$ cat config.mk
export PLATFORM = sky130hd
export DESIGN_NAME = sign_preamble_correlator
export DESIGN_NICKNAME = d
export VERILOG_FILES = /design/src/rtl/cpc_pkg.sv /design/src/rtl/cpc_window.sv /design/src/rtl/cpc_coef_bank.sv /design/src/rtl/cpc_pe.sv /design/src/rtl/cpc_match_tree.sv /design/src/rtl/cpc_peak_detect.sv /design/src/rtl/sign_preamble_correlator.sv
export SDC_FILE = /design/constraint.sdc
export NUM_CORES = 2
export LEC_CHECK = 0
export ABC_AREA = 1
export CORE_UTILIZATION = 55
export DETAILED_ROUTE_END_ITERATION = 16
export PLACE_DENSITY_LB_ADDON = 0.2
export SLEW_MARGIN = 30
export SYNTH_ARGS = -nofsm -noshare
export SYNTH_HDL_FRONTEND = slang
export SYNTH_SLANG_ARGS = --single-unit
$ cat constraint.sdc
create_clock -name clk -period 9.63 [get_ports clk]
set_clock_uncertainty 0.2 [all_clocks]
set_input_delay 1.4445 -clock clk [delete_from_list [all_inputs] [get_ports clk]]
set_output_delay 1.4445 -clock clk [all_outputs]
set_load 0.005 [all_outputs]
$ cat src/rtl/cpc_pkg.sv
package cpc_pkg;

   localparam int unsigned SIGN_PAIR_W = 2;

   typedef struct packed {
      logic i_sgn;
      logic q_sgn;
   } sign_pair_t;

   function automatic int unsigned count_width(input int unsigned nbits);
      return $clog2(nbits + 1);
   endfunction

endpackage

$ cat src/rtl/cpc_window.sv
module cpc_window
   import cpc_pkg::*;
#(
   parameter int unsigned SAMPLE_W    = 12,
   parameter int unsigned WIN_SAMPLES = 128
) (
   input  logic                        clk,
   input  logic                        rst_n,
   input  logic                        smp_valid,
   input  logic                        i_sign,
   input  logic                        q_sign,
   output logic [2*WIN_SAMPLES-1:0]    window,
   output logic                        filled
);

   localparam int unsigned WIN_BITS = SIGN_PAIR_W * WIN_SAMPLES;
   localparam int unsigned FILL_W   = count_width(WIN_SAMPLES);
   localparam logic [FILL_W-1:0] FILL_MAX = FILL_W'(WIN_SAMPLES);

   sign_pair_t              incoming;
   logic [WIN_BITS-1:0]     win_q;
   logic [FILL_W-1:0]       fill_q;

   assign incoming = '{i_sgn: i_sign, q_sgn: q_sign};

   always_ff @(posedge clk) begin
      if (!rst_n) begin
         win_q  <= '0;
         fill_q <= '0;
      end else if (smp_valid) begin
         win_q <= {win_q[WIN_BITS-SIGN_PAIR_W-1:0], incoming};
         if (fill_q != FILL_MAX) begin
            fill_q <= fill_q + 1'b1;
         end
      end
   end

   assign window = win_q;
   assign filled = (fill_q == FILL_MAX);

endmodule

$ cat src/rtl/cpc_coef_bank.sv
module cpc_coef_bank #(
   parameter int unsigned WIN_BITS    = 256,
   parameter int unsigned WORD_W      = 32,
   parameter bit          STAGED_COEF = 1'b1,
   parameter int unsigned ADDR_W      = $clog2(WIN_BITS / WORD_W)
) (
   input  logic                 clk,
   input  logic                 rst_n,
   input  logic                 wr_en,
   input  logic [ADDR_W-1:0]    wr_addr,
   input  logic [WORD_W-1:0]    wr_data,
   input  logic                 commit,
   output logic [WIN_BITS-1:0]  coef
);

   localparam int unsigned WORDS = WIN_BITS / WORD_W;

   logic [WIN_BITS-1:0] active_q;

   generate
      if (STAGED_COEF) begin : g_staged
         logic [WIN_BITS-1:0] stage_q;

         always_ff @(posedge clk) begin
            if (!rst_n) begin
               stage_q <= '0;
            end else if (wr_en) begin
               for (int w = 0; w < WORDS; w++) begin
                  if (wr_addr == ADDR_W'(w)) begin
                     stage_q[w*WORD_W +: WORD_W] <= wr_data;
                  end
               end
            end
         end

         always_ff @(posedge clk) begin
            if (!rst_n) begin
               active_q <= '0;
            end else if (commit) begin
               active_q <= stage_q;
            end
         end
      end else begin : g_direct
         logic unused_commit;
         assign unused_commit = commit;

         always_ff @(posedge clk) begin
            if (!rst_n) begin
               active_q <= '0;
            end else if (wr_en) begin
               for (int w = 0; w < WORDS; w++) begin
                  if (wr_addr == ADDR_W'(w)) begin
                     active_q[w*WORD_W +: WORD_W] <= wr_data;
                  end
               end
            end
         end
      end
   endgenerate

   assign coef = active_q;

endmodule

$ cat src/rtl/cpc_pe.sv
module cpc_pe (
   input  logic [1:0] win_bits,
   input  logic [1:0] coef_bits,
   output logic [1:0] score
);

   logic [1:0] agree;

   assign agree = ~(win_bits ^ coef_bits);
   assign score = {1'b0, agree[1]} + {1'b0, agree[0]};

endmodule

$ cat src/rtl/cpc_match_tree.sv
module cpc_match_tree #(
   parameter int unsigned WIN_BITS = 256
) (
   input  logic [WIN_BITS-1:0]               window,
   input  logic [WIN_BITS-1:0]               coef,
   output logic [$clog2(WIN_BITS+1)-1:0]     total
);

   localparam int unsigned NUM_PE = WIN_BITS / 2;
   localparam int unsigned LEVELS = $clog2(NUM_PE);

   logic [1:0] pe_score [NUM_PE];

   generate
      for (genvar p = 0; p < NUM_PE; p++) begin : g_pe
         cpc_pe i_pe (
            .win_bits (window[2*p +: 2]),
            .coef_bits(coef[2*p +: 2]),
            .score    (pe_score[p])
         );
      end

      for (genvar l = 0; l <= LEVELS; l++) begin : g_lvl
         localparam int unsigned NODES = NUM_PE >> l;
         localparam int unsigned NW    = l + 2;
         logic [NW-1:0] node [NODES];

         if (l == 0) begin : g_leaf
            for (genvar j = 0; j < NODES; j++) begin : g_n
               assign node[j] = pe_score[j];
            end
         end else begin : g_add
            for (genvar j = 0; j < NODES; j++) begin : g_n
               assign node[j] = {1'b0, g_lvl[l-1].node[2*j]}
                              + {1'b0, g_lvl[l-1].node[2*j+1]};
            end
         end
      end
   endgenerate

   assign total = g_lvl[LEVELS].node[0];

endmodule

$ cat src/rtl/cpc_peak_detect.sv
module cpc_peak_detect #(
   parameter int unsigned CNT_W = 9
) (
   input  logic              clk,
   input  logic              rst_n,
   input  logic [CNT_W-1:0]  count_in,
   input  logic              filled,
   input  logic [CNT_W-1:0]  thresh,
   output logic [CNT_W-1:0]  match_count,
   output logic              detect
);

   logic             above_now;
   logic             above_q;
   logic [CNT_W-1:0] count_q;
   logic             detect_q;

   assign above_now = filled && (count_in > thresh);

   always_ff @(posedge clk) begin
      if (!rst_n) begin
         count_q  <= '0;
         above_q  <= 1'b0;
         detect_q <= 1'b0;
      end else begin
         count_q  <= count_in;
         above_q  <= above_now;
         detect_q <= above_now && !above_q;
      end
   end

   assign match_count = count_q;
   assign detect      = detect_q;

endmodule

$ cat src/rtl/sign_preamble_correlator.sv
module sign_preamble_correlator #(
   parameter int unsigned SAMPLE_W    = 12,
   parameter int unsigned WIN_SAMPLES = 128,
   parameter int unsigned COEF_WORD_W = 32,
   parameter bit          STAGED_COEF = 1'b1
) (
   input  logic                                        clk,
   input  logic                                        rst_n,
   input  logic                                        smp_valid,
   input  logic [SAMPLE_W-1:0]                         smp_i,
   input  logic [SAMPLE_W-1:0]                         smp_q,
   input  logic                                        coef_wr_en,
   input  logic [$clog2(2*WIN_SAMPLES/COEF_WORD_W)-1:0] coef_wr_addr,
   input  logic [COEF_WORD_W-1:0]                      coef_wr_data,
   input  logic                                        coef_commit,
   input  logic [$clog2(2*WIN_SAMPLES+1)-1:0]          thresh,
   output logic [$clog2(2*WIN_SAMPLES+1)-1:0]          match_count,
   output logic                                        detect
);

   localparam int unsigned WIN_BITS   = 2 * WIN_SAMPLES;
   localparam int unsigned CNT_W      = $clog2(WIN_BITS + 1);
   localparam int unsigned COEF_WORDS = WIN_BITS / COEF_WORD_W;
   localparam int unsigned ADDR_W     = $clog2(COEF_WORDS);

   generate
      if (SAMPLE_W < 2) begin : g_bad_sample_w
         $error("SAMPLE_W must be at least 2");
      end
      if (WIN_SAMPLES < 2 || (WIN_SAMPLES & (WIN_SAMPLES - 1)) != 0) begin : g_bad_win
         $error("WIN_SAMPLES must be a power of two, at least 2");
      end
      if (COEF_WORD_W == 0 || (WIN_BITS % COEF_WORD_W) != 0 || COEF_WORDS < 2) begin : g_bad_word
         $error("COEF_WORD_W must split the window into at least two whole words");
      end
   endgenerate

   logic [WIN_BITS-1:0] window;
   logic [WIN_BITS-1:0] coef;
   logic                filled;
   logic [CNT_W-1:0]    raw_count;
   logic                unused_mag;

   assign unused_mag = ^{smp_i[SAMPLE_W-2:0], smp_q[SAMPLE_W-2:0]};

   cpc_window #(
      .SAMPLE_W   (SAMPLE_W),
      .WIN_SAMPLES(WIN_SAMPLES)
   ) i_window (
      .clk      (clk),
      .rst_n    (rst_n),
      .smp_valid(smp_valid),
      .i_sign   (smp_i[SAMPLE_W-1]),
      .q_sign   (smp_q[SAMPLE_W-1]),
      .window   (window),
      .filled   (filled)
   );

   cpc_coef_bank #(
      .WIN_BITS   (WIN_BITS),
      .WORD_W     (COEF_WORD_W),
      .STAGED_COEF(STAGED_COEF),
      .ADDR_W     (ADDR_W)
   ) i_coef_bank (
      .clk    (clk),
      .rst_n  (rst_n),
      .wr_en  (coef_wr_en),
      .wr_addr(coef_wr_addr),
      .wr_data(coef_wr_data),
      .commit (coef_commit),
      .coef   (coef)
   );

   cpc_match_tree #(
      .WIN_BITS(WIN_BITS)
   ) i_match_tree (
      .window(window),
      .coef  (coef),
      .total (raw_count)
   );

   cpc_peak_detect #(
      .CNT_W(CNT_W)
   ) i_peak_detect (
      .clk        (clk),
      .rst_n      (rst_n),
      .count_in   (raw_count),
      .filled     (filled),
      .thresh     (thresh),
      .match_count(match_count),
      .detect     (detect)
   );

endmodule

=== Yosys cells after proc, flatten, opt, wreduce, memory -nomap -nowiden ===
Index checks and enable logic that the tools add are counted.

* Equal/unequal tests: 9
* Add/subtract/negate cells: 256
* Reduce and logical (&&, ||, !) cells: 13
* Order comparisons: 1
* Bitwise operators: 256

{| class="wikitable"
|+ Operators with widths
! operator !! count
|-
| 1-bit by 1-bit adder with 2-bit output || 128
|-
| 2-bit NOT || 128
|-
| 2-bit XOR || 128
|-
| 2-bit by 2-bit adder with 3-bit output || 64
|-
| 3-bit by 3-bit adder with 4-bit output || 32
|-
| 4-bit by 4-bit adder with 5-bit output || 16
|-
| 5-bit by 5-bit adder with 6-bit output || 8
|-
| 6-bit by 6-bit adder with 7-bit output || 4
|-
| 2-bit AND reduction || 9
|-
| 7-bit by 7-bit adder with 8-bit output || 2
|-
| 3-bit equality test (second input constant) || 4
|-
| 8-bit by 8-bit adder with 9-bit output || 1
|-
| 9-bit > comparator || 1
|-
| 8-bit by 1-bit adder with 8-bit output (second input constant) || 1
|-
| 8-bit equality test (second input constant) || 1
|-
| 8-bit inequality test (second input constant) || 1
|-
| 3-bit by 2-bit equality test with 1-bit output (second input constant) || 2
|-
| 3-bit by 1-bit equality test with 1-bit output (second input constant) || 1
|-
| 3-bit logical NOT || 1
|-
| 1-bit logical AND || 2
|-
| 1-bit logical NOT || 1
|}

* Output and inout port bits: 10
* Logic and storage cells: 549
* Bits of input ports: 73
* Bits in registers: 787

=== Longest topological paths before layout ===
* Word-level depth: 13
* Depth in mapped cells: 38
* Mapped depth without buffers: 38

=== Modules after synthesis ===
A second synthesis with hierarchy kept.

* Cell total of the unflattened synthesis: 5993
* Area, all modules: 42729.7 um^2

{| class="wikitable"
|+ By module, submodules not included
! module !! cells an instance !! instances !! seq. area each (um^2) !! area an instance (um^2)
|-
| cpc_coef_bank || 2546 || 1 || 10249.8 || 18701.7
|-
| cpc_window || 1178 || 1 || 5285.1 || 9312.7
|-
| cpc_match_tree || 784 || 1 || 0.0 || 7717.4
|-
| cpc_pe || 11 || 128 || 0.0 || 50.0
|-
| cpc_peak_detect || 77 || 1 || 220.2 || 591.8
|}

=== Least setup slack after synthesis ===
OpenSTA, ideal clock, no wires.

* Kind: register to register
* Start: reg i_window.win_q[49] (netlist: i_window.window[49])
* End: reg i_peak_detect.detect_q (netlist: i_peak_detect.detect)
* Path slack: 1300 ps
* Path buffers: 0
* Clock period less this slack: 8330 ps
* Setup time: 111 ps
* Stages on the path, launching flop included: 34
* Data required time: 9319 ps
* Arrival: 8020 ps
* Path through: dfxtp_1 -> xnor2_1 -> fa_1 -> inv_1 -> fa_1 -> inv_1 -> fa_1 -> inv_1 -> fa_1 -> inv_1 -> fa_1 -> inv_1 -> fa_1 -> fa_1 -> fa_1 -> fa_1 -> fa_1 -> fa_1 -> inv_1 -> ha_1 -> fa_1 -> nand3_1 -> nand2_1 -> nand2_1 -> nand3b_1 -> nand2_1 -> inv_1 -> ha_1 -> nand2_1 -> nand3b_1 -> nor2_1 -> nor2_1 -> nand2_1 -> nor2_1

* Cells in the longest elaborated chain, start to end: 13

{| class="wikitable"
|+ Ends and longest elaborated chain
! what !! RTL line !! source
|-
| from (decl) || cpc_window.sv:21 || <nowiki>logic [WIN_BITS-1:0] win_q;</nowiki>
|-
| from (signal assigned) || cpc_window.sv:31 || <nowiki>win_q <= {win_q[WIN_BITS-SIGN_PAIR_W-1:0], incoming};</nowiki>
|-
| 2-bit XOR || cpc_pe.sv:9 || <nowiki>assign agree = ~(win_bits ^ coef_bits);</nowiki>
|-
| 2-bit NOT || cpc_pe.sv:9 ||
|-
| 1-bit by 1-bit adder with 2-bit output || cpc_pe.sv:10 || <nowiki>assign score = {1'b0, agree[1]} + {1'b0, agree[0]};</nowiki>
|-
| 2-bit by 2-bit adder with 3-bit output || cpc_match_tree.sv:35 || <nowiki>+ {1'b0, g_lvl[l-1].node[2*j+1]};</nowiki>
|-
| 3-bit by 3-bit adder with 4-bit output || cpc_match_tree.sv:35 ||
|-
| 4-bit by 4-bit adder with 5-bit output || cpc_match_tree.sv:35 ||
|-
| 5-bit by 5-bit adder with 6-bit output || cpc_match_tree.sv:35 ||
|-
| 6-bit by 6-bit adder with 7-bit output || cpc_match_tree.sv:35 ||
|-
| 7-bit by 7-bit adder with 8-bit output || cpc_match_tree.sv:35 ||
|-
| 8-bit by 8-bit adder with 9-bit output || cpc_match_tree.sv:35 ||
|-
| net i_match_tree.total[6] || cpc_match_tree.sv:6 || <nowiki>output logic [$clog2(WIN_BITS+1)-1:0] total</nowiki>
|-
| 9-bit > comparator || cpc_peak_detect.sv:18 || <nowiki>assign above_now = filled && (count_in > thresh);</nowiki>
|-
| 1-bit logical AND || cpc_peak_detect.sv:18 ||
|-
| 1-bit logical AND || cpc_peak_detect.sv:28 || <nowiki>detect_q <= above_now && !above_q;</nowiki>
|-
| to (signal assigned) || cpc_peak_detect.sv:28 ||
|-
| to (decl) || cpc_peak_detect.sv:16 || <nowiki>logic detect_q;</nowiki>
|}

The timed path passes the listed nets, and every way through them passes these cells.
A chain may end at the register's enable or synchronous reset.

=== Worst setup path after layout ===
Same ends and word-level chain as after synthesis.

==> flow_metrics.py <==
metrics = {
    "setup_path": {
        "crit_fanout": 3,
        "required_ps": 9950,
        "worstPathArrival_ps": 9330,
        "ff2ff_setup_slack_ps": 620,
        "path_common_cell": "fa_1",
        "worst_r2r_endpoint": "i_peak_detect.detect",
        "critPathKind": "flip-flop to flip-flop",
        "r2r_start": "i_window.window[49]",
        "r2r_cells": 33,
        "cp-startpoint": "i_window.window[49]",
        "critPathLaunchType": "flip-flop",
        "crit_path_end_kind": "flip-flop",
        "max_stage_delay_ps": 610,
        "slowest_stage": "fa_1",
    },
    "die": {
        "coreArea_um2": 64700,
        "fp.dieArea_um2": 66650,
        "chipHeight_um": 258.2,
        "pin_count": 83,
        "std_cell_rows": 93,
        "initial_utilization_pct": 55.78,
        "dieWidth_um": 258.2,
    },
    "timing": {
        "rsz0062_at_grt": "no",
        "drv_slew": 0,
        "hold_viol": 0,
        "tightest_slew_ps": 1053,
        "tns_ps": 0,
        "slew_headroom_pct": 29.56,
        "fmax_mhz": 110.9,
        "setup_violations": 0,
        "min_period_ps": 9014,
        "fin_crit_sh_pct": 93.60,
    },
    "grt": {
        "overflow": 0,
        "track_usage_pct": 28.62,
        "grt_max_degree": 198,
        "grt_pass1_wl_um": 148900,
        "grt_pass1_vias": 26770,
        "antenna_found_initial": 3,
    },
    "layout": {
        "ff_latch_area_um2": 15760,
        "final_cell_mix": "nor2_1 (1,561), dfxtp_1 (787), o21ai_0 (730)",
        "multi_input_area_um2": 18000,
        "fin_nets": 4608,
        "drive_gt1_share_pct": 4.572,
        "fill_cells": 5676,
        "final_common_cell": "nor2_1",
        "area_growth_pct": 9.613,
    },
    "synth": {
        "synth_fp_nets": 4718,
        "synth-compound-area-share_pct": 10.91,
        "synth_mux_area_share_pct": 0,
        "synthSimpleGateAreaFrac_pct": 17.46,
        "synthAdderAreaFrac_pct": 15.16,
        "synth_area_per_cell_um2": 8.291,
        "synth_cell_types": 26,
        "syn_area_um2": 36090,
        "synth_seq_cells": 787,
        "synth_top_family_by_area": "simple AND/OR/NAND/NOR gates",
        "yosysWarnings": 0,
        "synthCells": 4353,
        "ys_seq_area_share_pct": 43.65,
        "yosys.area_share.xor_xnor_pct": 6.334,
    },
    "clock_tree": {
        "cts_tree": "done",
        "cts_setup_buffers": 0,
        "insertion_delay_ps": 650,
        "cts_resized": 0,
        "clock_path_buffers": 3,
        "clockRootBuffer": "clkbuf_16",
        "cts.sinks": 787,
        "clkSlewWorstSetupHoldPaths_ps": 50,
        "htreeDepth": 3,
        "numCtsBuffers": 84,
        "ctsHoldBuffers": 0,
    },
    "run_status": {
        "outcome": "finished clean",
    },
    "detailed_routing": {
        "drcViolationCount": 0,
        "routedWlPerCell_um": 18.07,
        "drt_iter0_drc": 2569,
        "wirelength_um": 93370,
        "firstDrtPassIters": 5,
        "vias_per_cell": 5.273,
        "vias": 27240,
        "ant_nets": 0,
    },
    "placed_design": {
        "dpl.hpwl_um": 55760,
        "gp_congestion": 0.8911,
        "portBuffers": 60,
    },
    "hold_path": {
        "worstHoldStart": "i_peak_detect.above_q",
        "hold_depth": 1,
        "hold_end": "i_peak_detect.detect",
        "hold_path_class": "flip-flop to flip-flop",
    },
    "flow_run": {
        "drv_cap": 0,
    },
}
==> area by class of cell <==
type	count	share of cell area, %
clock inverters	32	1.120
multi-input cells	2997	45.51
clock buffers	120	6.164
flip-flops and latches	787	39.83
diodes	2	0.01265
inverters	290	2.790
repair buffers	83	1.879
well taps	855	2.704
==> per-stage QoR <==
step / cell area (µm²) / std cells / hold WS [ps] / util (%) / worst slack, ps
global placement: 36740 / 5012 / 177.2 / 56.78 / 667.8
floorplan: 36090 / 4353 / 168.1 / - / 1300
global route: 39560 / 5165 / 213.2 / 61.14 / 146.4
CTS: 39550 / 5164 / 189.4 / 61.13 / 580.9
detailed placement: 36670 / 5012 / 181.5 / 56.68 / 635.0
finish: 39560 / 5166 / 187.7 / 61.15 / 616.5
==> Yosys cell counts (all sizes together) <==
| cell | instances | area [µm²] |
|---|---|---|
| a21oi | 14 | 70.07 |
| and2 | 2 | 12.51 |
| buf | 140 | 730.7 |
| clkbuf | 139 | 521.8 |
| dfxtp | 787 | 15760 |
| fa | 242 | 4845 |
| ha | 50 | 625.6 |
| inv | 290 | 1089 |
| nand2 | 73 | 276.5 |
| nand3 | 7 | 35.03 |
| nand3b | 5 | 37.54 |
| nand4 | 1 | 6.260 |
| nor2 | 1569 | 5929 |
| nor3 | 1 | 5.000 |
| o21a | 1 | 7.510 |
| o21ai | 771 | 3859 |
| xnor2 | 127 | 1112 |
| xor2 | 134 | 1174 |
==> registers in the layout (all words and copies together) (netlist names) <==
name / count
i_coef_bank.coef: 256
i_coef_bank.g_staged.stage_q: 256
i_window.window: 256
i_peak_detect.match_count: 9
i_window.fill_q: 8
i_peak_detect.above_q: 1
i_peak_detect.detect: 1
==> per-layer routing <==
| layer | track usage (%) | part of all wire [%] | vias to the layer above |
|---|---|---|---|
| met5 | 0 | 0.014 | - |
| met4 | 10.22 | 3.2 | 2 |
| met3 | 4.083 | 5.9 | 150 |
| met2 | 47.68 | 47 | 717 |
| met1 | 37.98 | 44 | 13090 |
| li1 | - | - | 13280 |
==> cell families (layout without fill, tap and decap cells) <==
group,count (synthesis),after routing
AND/OR/NAND/NOR,1658,1658
flip-flops,787,787
AO/OA/AOI/OAI,786,786
buffers and inverters,569,525
adder cells (fa/ha/maj),292,292
XOR/XNOR,261,261
other,0,2
==> worst max path at each step <==
stage	to	slack (ps)	cells past startpoint
after floorplan	i_peak_detect.detect	1300	33
after global placement	i_peak_detect.detect	670	33
after detailed placement	i_peak_detect.detect	640	33
after CTS	i_peak_detect.detect	580	32
after global routing	i_peak_detect.detect	150	32
final	i_peak_detect.detect	620	33
==> critical path: cells and delay by family, from the launching register on <==
| family | cells | cell delay (ps) |
|---|---|---|
| XOR/XNOR | 1 | 160 |
| adder cells (fa/ha/maj) | 14 | 6800 |
| buffers and inverters | 7 | 410 |
| flip-flops | 1 | 330 |
| AND/OR/NAND/NOR | 11 | 1010 |
Power is left out: the tool's default activity adds up to more than one toggle a clock period on the data nets, which glitch-free logic cannot reach.
